--- src/rtl/extreq_pkg.sv ---
`timescale 1ns/1ps
package extreq_pkg;

  typedef enum logic [1:0] {
    SENSE_IDLE      = 2'd0,
    SENSE_ARMED     = 2'd1,
    SENSE_XFER_WAIT = 2'd2,
    SENSE_DISARMED  = 2'd3
  } senseState_e;

  typedef struct packed {
    logic grant;   // a transfer-start request is issued this cycle
    logic flush;   // channel disabled: drop all pending work
  } seqStrobes_t;

endpackage

--- src/rtl/extreq_datapath.sv ---
`timescale 1ns/1ps
module extreq_datapath
  import extreq_pkg::*;
#(
  parameter int SYNC_STAGES = 2
) (
  input  logic        clk,
  input  logic        rstN,
  input  logic        reqPinN,
  input  logic        chanEnable,
  input  logic        modeWrEn,
  input  logic        modeSel,
  input  logic        xferStarted,
  input  logic        irqPending,
  input  logic        stopReq,
  input  seqStrobes_t strobes,
  output logic        pinLow,
  output logic        modeLevel,
  output logic        reqPending,
  output logic        stopActive
);

  localparam int LAST_STAGE = SYNC_STAGES - 1;

  logic [SYNC_STAGES-1:0] syncChain;

  // pin synchronizer, idle level is high
  generate
    if (SYNC_STAGES == 1) begin : g_syncSingle
      always_ff @(posedge clk or negedge rstN) begin
        if (!rstN) syncChain <= '1;
        else       syncChain <= reqPinN;
      end
    end else begin : g_syncChain
      always_ff @(posedge clk or negedge rstN) begin
        if (!rstN) syncChain <= '1;
        else       syncChain <= {syncChain[SYNC_STAGES-2:0], reqPinN};
      end
    end
  endgenerate

  assign pinLow = ~syncChain[LAST_STAGE];

  // mode register: writable only while idle and clocked
  logic modeWrOk;
  assign modeWrOk = modeWrEn && !chanEnable && !stopActive;

  always_ff @(posedge clk or negedge rstN) begin
    if (!rstN)         modeLevel <= 1'b0;
    else if (modeWrOk) modeLevel <= modeSel;
  end

  // pending request flag
  always_ff @(posedge clk or negedge rstN) begin
    if (!rstN)                reqPending <= 1'b0;
    else if (strobes.flush)   reqPending <= 1'b0;
    else if (strobes.grant)   reqPending <= 1'b1;
    else if (xferStarted)     reqPending <= 1'b0;
  end

  // module-stop gate
  logic stopAllowed;
  assign stopAllowed = !chanEnable && !irqPending;

  always_ff @(posedge clk or negedge rstN) begin
    if (!rstN) stopActive <= 1'b0;
    else       stopActive <= stopReq && (stopActive || stopAllowed);
  end


  pend_set_chk: assert property (@(posedge clk) disable iff (!rstN)
    strobes.grant |=> reqPending);


  pend_clear_chk: assert property (@(posedge clk) disable iff (!rstN)
    (xferStarted && !strobes.grant) |=> !reqPending);


  stop_refuse_chk: assert property (@(posedge clk) disable iff (!rstN)
    (!stopActive && (chanEnable || irqPending)) |=> !stopActive);


  mode_hold_chk: assert property (@(posedge clk) disable iff (!rstN)
    (chanEnable || stopActive) |=> $stable(modeLevel));

endmodule

--- src/rtl/extreq_control.sv ---
`timescale 1ns/1ps
module extreq_control
  import extreq_pkg::*;
(
  input  logic        clk,
  input  logic        rstN,
  input  logic        chanEnable,
  input  logic        xferPossible,
  input  logic        pinLow,
  input  logic        modeLevel,
  output seqStrobes_t strobes,
  output logic [1:0]  senseState,
  output logic        xferReq
);

  senseState_e stateQ, stateD;
  logic        grant;

  always_comb begin
    grant = 1'b0;
    if (chanEnable) begin
      if (modeLevel) grant = (stateQ == SENSE_ARMED) && pinLow && xferPossible;
      else           grant = (stateQ == SENSE_XFER_WAIT) && xferPossible;
    end
  end

  always_comb begin
    stateD = stateQ;
    if (!chanEnable) begin
      stateD = SENSE_IDLE;
    end else begin
      unique case (stateQ)
        SENSE_IDLE:      stateD = SENSE_ARMED;
        SENSE_ARMED:     stateD = (!modeLevel && pinLow) ? SENSE_XFER_WAIT : SENSE_ARMED;
        SENSE_XFER_WAIT: begin
          if (modeLevel)         stateD = SENSE_ARMED;
          else if (xferPossible) stateD = SENSE_DISARMED;
        end
        SENSE_DISARMED:  stateD = pinLow ? SENSE_DISARMED : SENSE_ARMED;
        default:         stateD = SENSE_IDLE;
      endcase
    end
  end

  always_ff @(posedge clk or negedge rstN) begin
    if (!rstN) stateQ <= SENSE_IDLE;
    else       stateQ <= stateD;
  end

  assign strobes.grant = grant;
  assign strobes.flush = !chanEnable;
  assign senseState    = stateQ;
  assign xferReq       = grant;


  disable_idle_chk: assert property (@(posedge clk) disable iff (!rstN)
    !chanEnable |=> (senseState == 2'd0));


  edge_disarm_chk: assert property (@(posedge clk) disable iff (!rstN)
    (xferReq && !modeLevel) |=> (senseState == 2'd3));


  disarm_hold_chk: assert property (@(posedge clk) disable iff (!rstN)
    (chanEnable && stateQ == SENSE_DISARMED && pinLow) |=> (senseState == 2'd3));


  level_armed_chk: assert property (@(posedge clk) disable iff (!rstN)
    (chanEnable && modeLevel && stateQ == SENSE_ARMED) |=> (senseState == 2'd1 || senseState == 2'd0));

endmodule

--- src/rtl/extreq_sequencer.sv ---
`timescale 1ns/1ps
module extreq_sequencer
  import extreq_pkg::*;
#(
  parameter int SYNC_STAGES = 2
) (
  input  logic       clk,
  input  logic       rstN,
  input  logic       reqPinN,
  input  logic       chanEnable,
  input  logic       modeWrEn,
  input  logic       modeSel,
  input  logic       xferPossible,
  input  logic       xferStarted,
  input  logic       irqPending,
  input  logic       stopReq,
  output logic       xferReq,
  output logic       reqPending,
  output logic [1:0] senseState,
  output logic       stopActive
);

  seqStrobes_t strobes;
  logic        pinLow;
  logic        modeLevel;

  extreq_datapath #(.SYNC_STAGES(SYNC_STAGES)) u_datapath (
    .clk         (clk),
    .rstN        (rstN),
    .reqPinN     (reqPinN),
    .chanEnable  (chanEnable),
    .modeWrEn    (modeWrEn),
    .modeSel     (modeSel),
    .xferStarted (xferStarted),
    .irqPending  (irqPending),
    .stopReq     (stopReq),
    .strobes     (strobes),
    .pinLow      (pinLow),
    .modeLevel   (modeLevel),
    .reqPending  (reqPending),
    .stopActive  (stopActive)
  );

  extreq_control u_control (
    .clk          (clk),
    .rstN         (rstN),
    .chanEnable   (chanEnable),
    .xferPossible (xferPossible),
    .pinLow       (pinLow),
    .modeLevel    (modeLevel),
    .strobes      (strobes),
    .senseState   (senseState),
    .xferReq      (xferReq)
  );

endmodule

--- config.mk ---
export PLATFORM = sky130hd
export DESIGN_NAME = extreq_sequencer
export DESIGN_NICKNAME = d
export VERILOG_FILES = /design/src/rtl/extreq_pkg.sv /design/src/rtl/extreq_datapath.sv /design/src/rtl/extreq_control.sv /design/src/rtl/extreq_sequencer.sv
export SDC_FILE = /design/constraint.sdc
export NUM_CORES = 1
export LEC_CHECK = 0
export BUFFER_PORTS_ARGS = -buffer_cell sky130_fd_sc_hd__buf_2
export CAP_MARGIN = 20
export CORE_AREA = 5 5 42 44
export CTS_CLUSTER_DIAMETER = 50
export CTS_CLUSTER_SIZE = 20
export DETAILED_ROUTE_END_ITERATION = 6
export DIE_AREA = 0 0 47 49
export MAX_ROUTING_LAYER = met4
export PLACE_DENSITY = 0.45
export SETUP_SLACK_MARGIN = 0.4
export SLEW_MARGIN = 10
export SYNTH_ARGS = -nofsm -noshare
export SYNTH_HDL_FRONTEND = slang
export SYNTH_SLANG_ARGS = --single-unit
--- constraint.sdc ---
create_clock -name clk -period 1.2 [get_ports clk]
set_input_delay 0 -clock clk [delete_from_list [all_inputs] [get_ports clk]]
set_output_delay 0 -clock clk [all_outputs]
set_load 0.01 [all_outputs]
==> impl_results.md <==
- Run status: finished with violations
- Violations in the final reports: setup timing
- Data required, critical path: 1.20 ns
- Number of synthesized register bits: 7
- Clock sink count: 7
- Layout cells sized above 1: 59.3%
- GRT overflow: 0
- Cell Pwr Density: 1140 nW/um2
- Number of input and output port buffers inserted: 14
- Headroom to the max-slew limit: 85.3%
- TritonCTS clock tree: done
- DR WL/cell: 10.5 um
- Clk pin slew, worst setup/hold paths: 0.06 ns
- F_max: 773 MHz
- Cell area after technology mapping: 303 um2
- Post-synthesis mux area share: 8.26%
- Count of yosys warnings during synthesis: 0
- Part of the cycle the worst path needs: 108%
- Clock insertion delay at the later pin of the skew report: 0.25 ns
- Synthesized area divided by synthesized cell count: 11.6 um2
- Count of endpoints failing setup in the final report: 3
- Maximum clock path buffer count: 2
- Max Clock Skew: 0.00655 ns
- GPL Wtd Cong: 0.637
- Area share of and/or/nand/nor cells after synthesis: 18.6%
- Io pins: 15
- Antenna violations before repair: 0
- Startpoint types: register
- Overall power after layout: 0.622 mW
- Row count: 14
- Hold Slack: 0.0149 ns
- Register area share after synthesis: 58.7%
- Clock power frac: 33.8%
- Path class of the lowest-slack min-delay path: input port to register
- Overall routed net length: 738 um
- Vias: 287
- Overall die area: 2300 um2
- Sequential cell fraction of total power: 44.0%
- Cells after synthesis: 26
- Adder-cell area share of the yosys netlist: 0%
- Crit end category: primary output
- Commonest non-fill, non-tap cells in the layout: buf_2, buf_6, nor2_1
- Number of violations reported at the end of detailed-routing iteration 0: 2
- Final net count: 65
- Fraction of power spent switching nets: 24.4%
- Largest vdd supply drop: 0.642 mV
- Area growth, synth to finish: 80.2%
- Number of maximum-capacitance violations: 0
- Setup Crit Path Kind: register to primary output
- Number of distinct library cell variants in the gate-level netlist after synthesis: 14
- Maximum level of the CTS H-tree: 1
- P_leak: 0.258 nW
- Final instance area: 546 um2
- Via density per instance: 4.10
- ANT nets after route: 0
- Number of buffers created by CTS: 3
- Internal power: 0.470 mW
- Final routed DRC violation total: 0
- Dominant combinational cell family by area after synthesis: simple AND/OR/NAND/NOR gates
- Highest fanout seen on the critical path: 2
- RSZ-0062 raised after global routing: yes
- Wire length of the first global-routing pass: 1.07 mm
- Part of the total power dissipated in combinational logic: 22.2%
- Total GRT Usage: 6.99%
- DIE HEIGHT: 49 um
- Via count of the first global-routing pass: 290
- Post-detailed-placement cell area: 398 um2
- Number of nets in the synthesized netlist: 36
- Root cell of the clock tree: clkbuf_4
- Slew @ Worst Pin: 0.220 ns
- Xor and xnor fraction of the mapped netlist area: 0%
- Worst-case setup margin in the final layout: -0.0930 ns
- Number of antenna cells inserted: 0
- Core footprint: 1400 um2
- Pre-Repair DR Iteration Count: 4
- Synth Area in Compound Gates: 14.5%
- Final total negative setup slack: -0.131 ns
- Maximum number of pins on one net before global-route repair: 8
- Starting utilization of the core area: 21.6%
- Max-slew violations: 0
- Data arrival time of the critical path: 1.29 ns
- Final Critical Period: 1.29 ns
- Net Sw Power: 0.151 mW
- Hpwl dp: 525 um
- Filler cell count: 149
- Leading cell type in the layout, fill and taps excluded: buf_2
- Floorplan die width: 47 um
- Hold Vio Cnt, Final: 0
[state kept, by name, summed over array words and instances, names as in the netlist]
name                   cells
u_datapath.reqPending      1
u_datapath.stopActive      1
u_datapath.syncChain       2
u_control.senseState       2
u_datapath.modeLevel       1
[final timing paths]
path / endpoint / cells after the start / slack, ns / from
min reg2reg: u_datapath.syncChain[1] / 0 / 0.35 / u_datapath.syncChain[0]
max: xferReq / 4 / -0.09 / u_datapath.syncChain[1]
min: u_datapath.reqPending / 3 / 0.01 / xferStarted
max reg2reg: u_control.senseState[0] / 5 / -0.03 / u_datapath.syncChain[1]
max in group asynchronous: u_datapath.syncChain[1] / 2 / 0.85 / rstN
min in group asynchronous: u_datapath.stopActive / 2 / 0.12 / rstN
[worst max-delay path: stages, from the launching register on]
cell     delay [ns]
dfstp_2        0.50
and2b_4        0.18
a22oi_2        0.17
nor2_1         0.06
buf_2          0.14
[layer usage]
layer	share of wire [%]	wire, um	global-route usage (%)	up-vias
li1	-	-	-	146
met1	42	310	5.42	131
met2	47	348	11.1	10
met3	11	78	4.06	0
met4	0	0	5.53	0
met5	0	0	-	-
[what timing repair did]
| action | 4_1_cts | 5_1_grt |
|---|---|---|
| pin swaps | 1 | 2 |
| hold endpoints to repair | 10 | 0 |
| buffers inserted | 3 | 3 |
| resized for setup | 3 | 6 |
| hold buffers | 4 | 0 |
| setup endpoints to repair | 7 | 9 |
[power by group through the flow]
stage / registers [mW] / clock network [mW] / logic [mW]
3_3_place_gp: 0.277 / 0 / 0.0869
6_report: 0.273 / 0.210 / 0.138
4_1_cts: 0.274 / 0.218 / 0.117
5_1_grt: 0.276 / 0.229 / 0.150
2_1_floorplan: 0.278 / 0 / 0.0485
3_5_place_dp: 0.278 / 0 / 0.0895
[layout make-up]
| class | instances | area [um2] | area share (%) |
|---|---|---|---|
| timing repair buffer | 24 | 183 | 33.5 |
| sequential | 7 | 179 | 32.8 |
| multi-input combinational | 19 | 138 | 25.2 |
| clock buffer | 4 | 26.3 | 4.82 |
| tap | 16 | 20.0 | 3.67 |
[cells by family after synthesis]
| logic type | after synthesis |
|---|---|
| AND/OR/NAND/NOR | 11 |
| AO/OA/AOI/OAI | 6 |
| flip-flops | 7 |
| multiplexers | 2 |
[cells in the mapped netlist]
cell,instances,area (um2)
dfstp_2,2,52.6
o21ai_1,2,10.0
mux2i_1,1,10.0
nand2_1,2,7.51
nand2b_1,1,6.26
o21a_1,2,15.0
mux2_4,1,15.0
nor2_1,5,18.8
nor2b_1,1,6.26
a21boi_2,1,11.3
a22oi_1,1,7.51
dfrtp_1,5,125
and2b_4,1,10.0
nand3b_1,1,7.51
[through the flow]
step           utilization, %  std cells  worst slack (ns)
6_report                 38.9         70           -0.0930
5_1_grt                  38.9         70            -0.127
4_1_cts                  35.7         67           -0.0923
3_5_place_dp             28.4         56             0.158
3_3_place_gp             28.4         56             0.166
2_1_floorplan               -         26             0.185
Note: power is estimated with default switching activity, not from simulation.
